File: src/rtl/twi_mem_pkg.sv
package twi_mem_pkg;

    localparam int BYTE_W   = 8;
    localparam int BIT_W    = $clog2(BYTE_W);
    localparam int STRAP_W  = 3;
    localparam logic [BIT_W-1:0] LAST_BIT = BIT_W'(BYTE_W - 1);
    localparam logic [3:0]       DEV_TYPE = 4'b1010;

    typedef enum logic [2:0] {
        ST_IDLE,
        ST_RX,
        ST_ACK_PREP,
        ST_ACK_HOLD,
        ST_TX,
        ST_TX_END,
        ST_MACK,
        ST_MACK_END
    } st_e;

    typedef enum logic [1:0] {
        PH_DEV,
        PH_WORD,
        PH_DATA
    } ph_e;

endpackage

File: src/rtl/twi_sync.sv
module twi_sync #(
    parameter int STAGES = 2
) (
    input  logic clk,
    input  logic rst_n,
    input  logic scl_i,
    input  logic sda_i,
    output logic scl_o,
    output logic sda_o,
    output logic rise_o,
    output logic fall_dly_o,
    output logic start_o,
    output logic stop_o
);

    localparam int LINES = 2;

    logic [LINES-1:0] pins;
    logic [LINES-1:0] synced;
    logic [LINES-1:0] prev_q;
    logic             fall_dly_q;
    logic             fall;

    assign pins = {scl_i, sda_i};

    for (genvar g = 0; g < LINES; g++) begin : g_line
        logic [STAGES-1:0] sh_q;
        always_ff @(posedge clk or negedge rst_n) begin
            if (!rst_n) begin
                sh_q <= '1;
            end else begin
                sh_q <= {sh_q[STAGES-2:0], pins[g]};
            end
        end
        assign synced[g] = sh_q[STAGES-1];
    end

    always_ff @(posedge clk or negedge rst_n) begin
        if (!rst_n) begin
            prev_q     <= '1;
            fall_dly_q <= 1'b0;
        end else begin
            prev_q     <= synced;
            fall_dly_q <= fall;
        end
    end

    assign scl_o      = synced[1];
    assign sda_o      = synced[0];
    assign rise_o     = synced[1] & ~prev_q[1];
    assign fall       = ~synced[1] & prev_q[1];
    assign fall_dly_o = fall_dly_q;
    assign start_o    = synced[1] & prev_q[1] & prev_q[0] & ~synced[0];
    assign stop_o     = synced[1] & prev_q[1] & ~prev_q[0] & synced[0];

endmodule

File: src/rtl/twi_addr_ctr.sv
module twi_addr_ctr #(
    parameter int AW        = 8,
    parameter int PAGE_BITS = 3
) (
    input  logic          clk,
    input  logic          rst_n,
    input  logic          load_i,
    input  logic [AW-1:0] load_val_i,
    input  logic          step_rd_i,
    input  logic          step_wr_i,
    output logic [AW-1:0] addr_o
);

    localparam logic [AW-1:0]        ONE_A = AW'(1);
    localparam logic [PAGE_BITS-1:0] ONE_P = PAGE_BITS'(1);

    logic [AW-1:0] ctr_d, ctr_q;

    always_comb begin
        ctr_d = ctr_q;
        if (load_i) begin
            ctr_d = load_val_i;
        end else if (step_rd_i) begin
            ctr_d = ctr_q + ONE_A;
        end else if (step_wr_i) begin
            ctr_d = {ctr_q[AW-1:PAGE_BITS], ctr_q[PAGE_BITS-1:0] + ONE_P};
        end
    end

    always_ff @(posedge clk or negedge rst_n) begin
        if (!rst_n) begin
            ctr_q <= '0;
        end else begin
            ctr_q <= ctr_d;
        end
    end

    assign addr_o = ctr_q;

endmodule

File: src/rtl/twi_mem_slave.sv
module twi_mem_slave
    import twi_mem_pkg::*;
#(
    parameter int AW          = 8,
    parameter int PAGE_BITS   = 3,
    parameter int SYNC_STAGES = 2
) (
    input  logic               clk,
    input  logic               rst_n,
    input  logic               scl_i,
    input  logic               sda_i,
    output logic               sda_oe_o,
    input  logic [STRAP_W-1:0] strap_i,
    input  logic               busy_i,
    output logic               wr_valid_o,
    output logic [AW-1:0]      wr_addr_o,
    output logic [BYTE_W-1:0]  wr_data_o,
    output logic               wr_commit_o,
    output logic               rd_en_o,
    output logic [AW-1:0]      rd_addr_o,
    input  logic [BYTE_W-1:0]  rd_data_i
);

    typedef struct packed {
        st_e               st;
        ph_e               ph;
        logic              rd;
        logic [BIT_W-1:0]  bits;
        logic [BYTE_W-1:0] sr;
        logic              ack;
        logic              oe;
        logic              wrote;
        logic              wr_v;
        logic [AW-1:0]     wr_a;
        logic [BYTE_W-1:0] wr_d;
        logic              commit;
        logic              rd_pend;
    } state_t;

    state_t q, n;

    logic              scl_s, sda_s, rise, fall_dly, start_det, stop_det;
    logic [AW-1:0]     ctr_addr;
    logic              ctr_load, ctr_rd, ctr_wr, rd_req;
    logic [AW-1:0]     ctr_val;
    logic [BYTE_W-1:0] byte_in;
    logic              dev_ok;

    twi_sync #(.STAGES(SYNC_STAGES)) u_sync (
        .clk        (clk),
        .rst_n      (rst_n),
        .scl_i      (scl_i),
        .sda_i      (sda_i),
        .scl_o      (scl_s),
        .sda_o      (sda_s),
        .rise_o     (rise),
        .fall_dly_o (fall_dly),
        .start_o    (start_det),
        .stop_o     (stop_det)
    );

    twi_addr_ctr #(.AW(AW), .PAGE_BITS(PAGE_BITS)) u_ctr (
        .clk        (clk),
        .rst_n      (rst_n),
        .load_i     (ctr_load),
        .load_val_i (ctr_val),
        .step_rd_i  (ctr_rd),
        .step_wr_i  (ctr_wr),
        .addr_o     (ctr_addr)
    );

    assign byte_in = {q.sr[BYTE_W-2:0], sda_s};
    assign dev_ok  = (byte_in[7:4] == DEV_TYPE) && (byte_in[3:1] == strap_i) && !busy_i;
    assign ctr_val = byte_in[AW-1:0];

    always_comb begin
        n          = q;
        n.wr_v     = 1'b0;
        n.commit   = 1'b0;
        n.rd_pend  = 1'b0;
        ctr_load   = 1'b0;
        ctr_rd     = 1'b0;
        ctr_wr     = 1'b0;
        rd_req     = 1'b0;

        if (q.rd_pend) begin
            n.sr = rd_data_i;
        end

        if (start_det) begin
            n.st    = ST_RX;
            n.ph    = PH_DEV;
            n.bits  = '0;
            n.oe    = 1'b0;
            n.wrote = 1'b0;
        end else if (stop_det) begin
            n.st     = ST_IDLE;
            n.oe     = 1'b0;
            n.commit = q.wrote;
            n.wrote  = 1'b0;
        end else begin
            case (q.st)
                ST_RX: begin
                    if (rise) begin
                        n.sr   = byte_in;
                        n.bits = q.bits + BIT_W'(1);
                        if (q.bits == LAST_BIT) begin
                            n.st  = ST_ACK_PREP;
                            n.ack = 1'b1;
                            case (q.ph)
                                PH_DEV: begin
                                    n.ack = dev_ok;
                                    n.rd  = byte_in[0];
                                    if (dev_ok && byte_in[0]) begin
                                        rd_req    = 1'b1;
                                        ctr_rd    = 1'b1;
                                        n.rd_pend = 1'b1;
                                    end
                                end
                                PH_WORD: begin
                                    ctr_load = 1'b1;
                                end
                                default: begin
                                    n.wr_v  = 1'b1;
                                    n.wr_a  = ctr_addr;
                                    n.wr_d  = byte_in;
                                    n.wrote = 1'b1;
                                    ctr_wr  = 1'b1;
                                end
                            endcase
                        end
                    end
                end
                ST_ACK_PREP: begin
                    if (fall_dly) begin
                        if (q.ack) begin
                            n.oe = 1'b1;
                            n.st = ST_ACK_HOLD;
                        end else begin
                            n.oe = 1'b0;
                            n.st = ST_IDLE;
                        end
                    end
                end
                ST_ACK_HOLD: begin
                    if (fall_dly) begin
                        n.bits = '0;
                        if (q.rd) begin
                            n.st = ST_TX;
                            n.oe = ~q.sr[BYTE_W-1];
                        end else begin
                            n.oe = 1'b0;
                            n.st = ST_RX;
                            n.ph = (q.ph == PH_DEV) ? PH_WORD : PH_DATA;
                        end
                    end
                end
                ST_TX: begin
                    if (rise) begin
                        n.bits = q.bits + BIT_W'(1);
                        if (q.bits == LAST_BIT) begin
                            n.st = ST_TX_END;
                        end
                    end else if (fall_dly) begin
                        n.sr = {q.sr[BYTE_W-2:0], 1'b0};
                        n.oe = ~q.sr[BYTE_W-2];
                    end
                end
                ST_TX_END: begin
                    if (fall_dly) begin
                        n.oe = 1'b0;
                        n.st = ST_MACK;
                    end
                end
                ST_MACK: begin
                    if (rise) begin
                        if (!sda_s) begin
                            rd_req    = 1'b1;
                            ctr_rd    = 1'b1;
                            n.rd_pend = 1'b1;
                            n.st      = ST_MACK_END;
                        end else begin
                            n.st = ST_IDLE;
                        end
                    end
                end
                ST_MACK_END: begin
                    if (fall_dly) begin
                        n.st   = ST_TX;
                        n.bits = '0;
                        n.oe   = ~q.sr[BYTE_W-1];
                    end
                end
                default: begin
                end
            endcase
        end
    end

    always_ff @(posedge clk or negedge rst_n) begin
        if (!rst_n) begin
            q <= '0;
        end else begin
            q <= n;
        end
    end

    assign sda_oe_o    = q.oe;
    assign wr_valid_o  = q.wr_v;
    assign wr_addr_o   = q.wr_a;
    assign wr_data_o   = q.wr_d;
    assign wr_commit_o = q.commit;
    assign rd_en_o     = rd_req;
    assign rd_addr_o   = ctr_addr;

endmodule

File: config.mk
export PLATFORM = sky130hd
export DESIGN_NAME = twi_mem_slave
export DESIGN_NICKNAME = d
export VERILOG_FILES = /design/src/rtl/twi_mem_pkg.sv /design/src/rtl/twi_sync.sv /design/src/rtl/twi_addr_ctr.sv /design/src/rtl/twi_mem_slave.sv
export SDC_FILE = /design/constraint.sdc
export NUM_CORES = 1
export LEC_CHECK = 0
export CAP_MARGIN = 20
export CELL_PAD_IN_SITES_DETAIL_PLACEMENT = 0
export CELL_PAD_IN_SITES_GLOBAL_PLACEMENT = 1
export CORE_AREA = 3 3 82 99
export CTS_CLUSTER_DIAMETER = 60
export DETAILED_ROUTE_END_ITERATION = 8
export DIE_AREA = 0 0 85 102
export GPL_TIMING_DRIVEN = 1
export PLACE_DENSITY_LB_ADDON = 0.08
export SYNTH_ARGS = -nofsm -noshare
export SYNTH_HDL_FRONTEND = slang
export SYNTH_SLANG_ARGS = --single-unit
export TNS_END_PERCENT = 20
File: constraint.sdc
create_clock -name clk -period 2.45 [get_ports clk]
set_clock_uncertainty 0.2 [all_clocks]
set_input_delay 0.6125 -clock clk [delete_from_list [all_inputs] [get_ports clk]]
set_output_delay 0.6125 -clock clk [all_outputs]
set_load 0.05 [all_outputs]
# Yosys cells after proc, flatten, opt, wreduce, memory -nomap -nowiden
# Index checks and enable logic that the tools add are counted.
# totals
regBits	54
latchBits	0
ramBits	0
mem_bits_ro	0
input_bits	16
output_inout_bits	28
word_cells	168
n_memories	0
# op_classes
add_sub_neg	3
n_mul	0
n_div	0
magnitude_cmp	0
n_eq_ne	28
shift	0
n_mux	77
bitwise	16
n_reduce_logical	25
# ops
cell	n
18-bit two-way mux	4
3-bit two-way mux	15
8-bit two-way mux	5
1-bit two-way mux	35
4-bit != test (second input constant)	6
3-bit one-hot mux with 7 select lines	1
4-bit by 3-bit != test with 1-bit output (second input constant)	5
19-bit two-way mux	1
17-bit two-way mux	1
8-bit one-hot mux with 2 select lines	1
3-bit equality test (second input constant)	5
15-bit two-way mux	1
13-bit two-way mux	1
2-bit two-way mux	6
6-bit AND reduction	2
3-bit nonzero test	4
5-bit two-way mux	2
10-bit AND reduction	1
5-bit AND reduction	2
9-bit two-way mux	1
1-bit inverter	9
3-bit one-hot mux with 3 select lines	1
9-bit nonzero test	1
8-bit by 1-bit adder with 8-bit output (second input constant)	1
other kinds (22)	38

# Logic depth before layout (Yosys ltp)
# logic_depth
word_depth	13
depth_mapped	8

# Hierarchy
# From an unflattened synthesis, not the netlist that was laid out.
# hier_totals
cells_unflattened	247
area_unflattened_um2	2771.4
# modules_own_cells
mod	n_inst	cells_each	area_each_um2	seq_area_each_um2
twi_mem_slave	1	187	2112.0	975.9
twi_addr_ctr	1	49	444.2	200.2
twi_sync	1	11	215.2	182.7

# Worst setup path after synthesis
# No wires, ideal clock.
# synth_path
path_kind	reg-to-output
start	register q[30] in the netlist's numbering
end	output rd_en_o
arrival_time_ns	2.027
required_ns	1.637
slack_ns	-0.389
stages_incl_launch_ff	7
cell_sequence	dfrtp_1 ha_1 ha_1 and4bb_1 and4_4 a21oi_2 nor2_1
# synth_between
elab_chain_len	6
# synth_lines
item	line_no	rtl
from (decl)	twi_mem_slave.sv:40	state_t q, n;
from (signal assigned)	twi_mem_slave.sv:204	q <= n;
3-bit equality test	twi_mem_slave.sv:107	if (q.bits == LAST_BIT) begin
1-bit two-way mux	twi_mem_slave.sv:107	
1-bit two-way mux	twi_mem_slave.sv:104	if (rise) begin
1-bit one-hot mux with 2 select lines	twi_mem_slave.sv:102	case (q.st)
1-bit two-way mux	twi_mem_slave.sv:96	end else if (stop_det) begin
1-bit two-way mux	twi_mem_slave.sv:90	if (start_det) begin
to (decl)	twi_mem_slave.sv:19	output logic rd_en_o,
# No other way between the ends.

# Worst setup path in the final report
# layout_path
start	register q[31] in the netlist's numbering
end	output rd_en_o
# Same word-level chain as after synthesis.

==> flow_summary.ini <==
[status]
outcome = finished, violations left
violations = setup timing

[critical_path]
arrival_ns = 1.79
crit_path_max_incr_delay_ns = 0.39
path_max_fanout = 2
cpMaxStageDelayCell = dfrtp_1
worstPathCellList = ha_2 -> ha_4 -> and4bb_1 -> and4_4 -> a21oi_4 -> nor2_4 -> buf_12
path_class = reg2out
cp.required_ns = 1.64
start_kind = flop
r2r_slack_ns = 0.24
end_kind = primary output

[logic_synthesis]
postSynthCellCount = 322
yosys_warnings = 0
ys_seq_elements = 54
synth_mux_area_frac = 0.0420
synth_compound_area_frac = 0.176
netlist-cell-type-count = 62
synthAdderAreaFrac = 0.0125
synthSimpleGateAreaFrac = 0.229
syn_area_sq_mm = 0.00301
ys_top_cells_by_area = dfrtp_1 40%, nand2_1 8.1%, dfstp_2 5.2%, buf_4 4.2%, a21oi_1 3.0%
synth.net_count = 341
synth_largest_area_cell = dfrtp_1
syn_avg_cell_area_sq_um = 9.35
synth_top_area_share = 0.399
async_flop_share = 1.00
synth_xor_area_frac = 0.0116
synth_top_flop_cell = dfrtp_1
synth_edf_count = 0
seq_area_frac_synth = 0.451
synth_top_family_by_area = simple AND/OR/NAND/NOR gates

[die]
die-area_sq_mm = 0.00867
die_w_microns = 85
fp.dieH_microns = 102
start_util = 0.414
pin_count = 44
coreArea_sq_mm = 0.00727
std_cell_rows = 34

[timing]
period_needed_ns = 2.61
rsz0062_at_grt = true
fmax_mhz = 384
fin_crit_sh = 1.06
whs_ns = 0.0539
finalHoldViolCount = 0
slew_headroom = 0.666
slew_violations = 0
worstMarginPinSlew_ns = 0.500
layout_setup_ws_ns = -0.156
setup_viol = 1

[drt]
ant_nets = 0
drc_errors = 0
avgViaCountPerCell = 5.29
routedWlPerCell_microns = 15.7
route.final.wire_length_microns = 7220
via_count = 2437
first_pass_iters = 4
drtIter0Drc = 118

[placement]
place_ws_ns = -0.322
place_congestion = 0.808
dp_hpwl_microns = 5480
io_buffers = 43

[clock_network]
cts_max_level = 2
cts_sinks = 54
clk_latency_ns = 0.31
cts_tree = yes
clock-root-buffer = clkbuf_8
path_clk_slew_ns = 0.10
clockBufferDepth = 2
ctsHoldBuffers = 0
cts_buffers = 5

[global_route]
grt_overflow = 0
antenna_found_initial = 0
grt_usage = 0.176
grt_pass1_wl_microns = 12200
grt_pass1_vias = 2411
grt_max_degree = 23

[final_layout]
drive_gt1_frac = 0.218
antenna_cells = 0
syn2layout_area_growth_pct = 22.4
fin_nets = 389

[run]
maxCapViolCount = 0

[power_and_ir_drop]
power_density_mw_per_mm2 = 542
leakage_nw = 1.63
ir_drop_mv = 0.328

[worst_hold_path]
hp-class = in2async
-- repair_timing --
| item | CTS | global route |
|---|---|---|
| buffers inserted | 2 | 0 |
| endpoints found under the setup margin | 1 | 2 |
| gates cloned | 0 | 0 |
| pin swaps | 6 | 4 |
| gates resized for setup | 8 | 1 |
-- synth_stat cells, types with 2 or more instances --
library cell  count
buf_2             7
nand3_1           6
a311oi_1          5
nand4_1           3
nand3b_1          2
o211ai_1          4
nor2_1           17
a21oi_1          18
nor3_1            4
buf_4            17
o22ai_1           3
or2_2             2
nand2_1          65
mux2_1            3
a21boi_0          2
xor2_1            4
nor2b_1           7
or3_1             4
nand3_2           2
inv_1             9
clkbuf_1          4
and4bb_1          2
o21a_1            2
a221o_1           4
o2111ai_1         2
o21ai_0           9
nand2b_1          6
mux2_2            2
buf_1             2
ha_1              3
nor2_2            3
a32oi_1           3
mux2i_1           7
a21oi_2           8
dfstp_2           6
o21ai_1           2
dfrtp_1          48
-- cells in the final DEF (no fill, tap or decap), types with 2 or more instances in the layout --
cell and count:
buf_4 36, mux2_1 3, dfstp_2 6, inv_1 9, nand4_1 3, a32oi_1 3, nand2b_1 6, nand3_2 2
a21boi_0 2, nor2_2 3, a221o_1 4, and4bb_1 2, nor3_1 4, dfrtp_1 48, o2111ai_1 2, xor2_1 4
nand2_1 65, nor2b_1 7, o21a_1 2, mux2i_1 7, a21oi_1 18, clkdlybuf4s50_1 30, a311oi_1 5, o21ai_0 9
a21oi_2 7, nand3b_1 2, o21ai_1 2, or3_1 4, nand3_1 6, clkbuf_8 5, or2_2 2, mux2_2 2
o211ai_1 4, nor2_1 16, o22ai_1 3, dlygate4sd2_1 4
-- path summary, 6_finish.rpt --
check                                              start  depth (start not counted)                       end
worst max-delay path                               q[31]                          7                   rd_en_o
max in group asynchronous                          rst_n                          2  u_sync.g_line[1].sh_q[0]
worst max register to register                     q[31]                          8           u_ctr.addr_o[0]
worst min register to register  u_sync.g_line[0].sh_q[0]                          0  u_sync.g_line[0].sh_q[1]
worst min-delay path                               rst_n                          1              wr_addr_o[7]
min in group clk                u_sync.g_line[0].sh_q[0]                          0  u_sync.g_line[0].sh_q[1]
-- where the power goes --
part,internal [W],leakage [nW],switching [W]
combinational,0.000214,0.915,0.000226
sequential,0.000971,0.673,0.0000839
clock,0.000202,0.0441,0.000300
total,0.00139,1.63,0.000610
-- critical path: cells and delay by family, from the launching register on --
kind	cells	cell delay (ns)
and+or+nand+nor	3	0.41
buffers and inverters	1	0.16
adders and majority gates	2	0.35
AOI/OAI and AO/OA	1	0.17
DFF	1	0.39
-- final cells by class --
class	instances	area [sq um]
flip-flops and latches	54	1360
repair buffers	73	643
clock buffers	5	68.8
inverters	9	33.8
clock inverters	3	21.3
well taps	90	113
multi-input cells	227	1450
fillers	692	3590
-- per-stage QoR --
step / cells / setup TNS, ns / util / power (W) / area (sq um)
after detailed placement: 451 / -0.724 / 0.490 / 0.00151 / 3560
after global placement: 451 / -0.743 / 0.490 / 0.00151 / 3560
after floorplan: 322 / 0 / - / 0.00129 / 3020
after global routing: 461 / -0.227 / 0.507 / 0.00212 / 3690
final: 461 / -0.156 / 0.507 / 0.00200 / 3690
after CTS: 461 / -0.196 / 0.506 / 0.00204 / 3680
-- registers in the layout, indices dropped and copies added (netlist names) --
| signal | cells |
|---|---|
| wr_data_o | 8 |
| byte_in | 7 |
| wr_commit_o | 1 |
| wr_addr_o | 8 |
| sda_oe_o | 1 |
| q | 13 |
| u_sync.g_line.sh_q | 4 |
| u_sync.prev_q | 2 |
| u_ctr.addr_o | 8 |
| wr_valid_o | 1 |
| u_sync.fall_dly_o | 1 |
-- cells by family after synthesis --
logic type / Yosys count
buffers and inverters: 41
xor gates and xnor gates: 4
AOI/OAI and AO/OA: 73
muxes: 12
and+or+nand+nor: 135
DFF: 54
adders and majority gates: 3
-- routing by layer --
metal	vias to the layer above	part of all wire	GRT usage
li1	1211	-	-
met1	1168	0.43	0.225
met2	49	0.52	0.305
met3	9	0.036	0.0290
met4	0	0.016	0.0524
met5	-	0	0
Note: power is estimated with default switching activity, not from simulation.
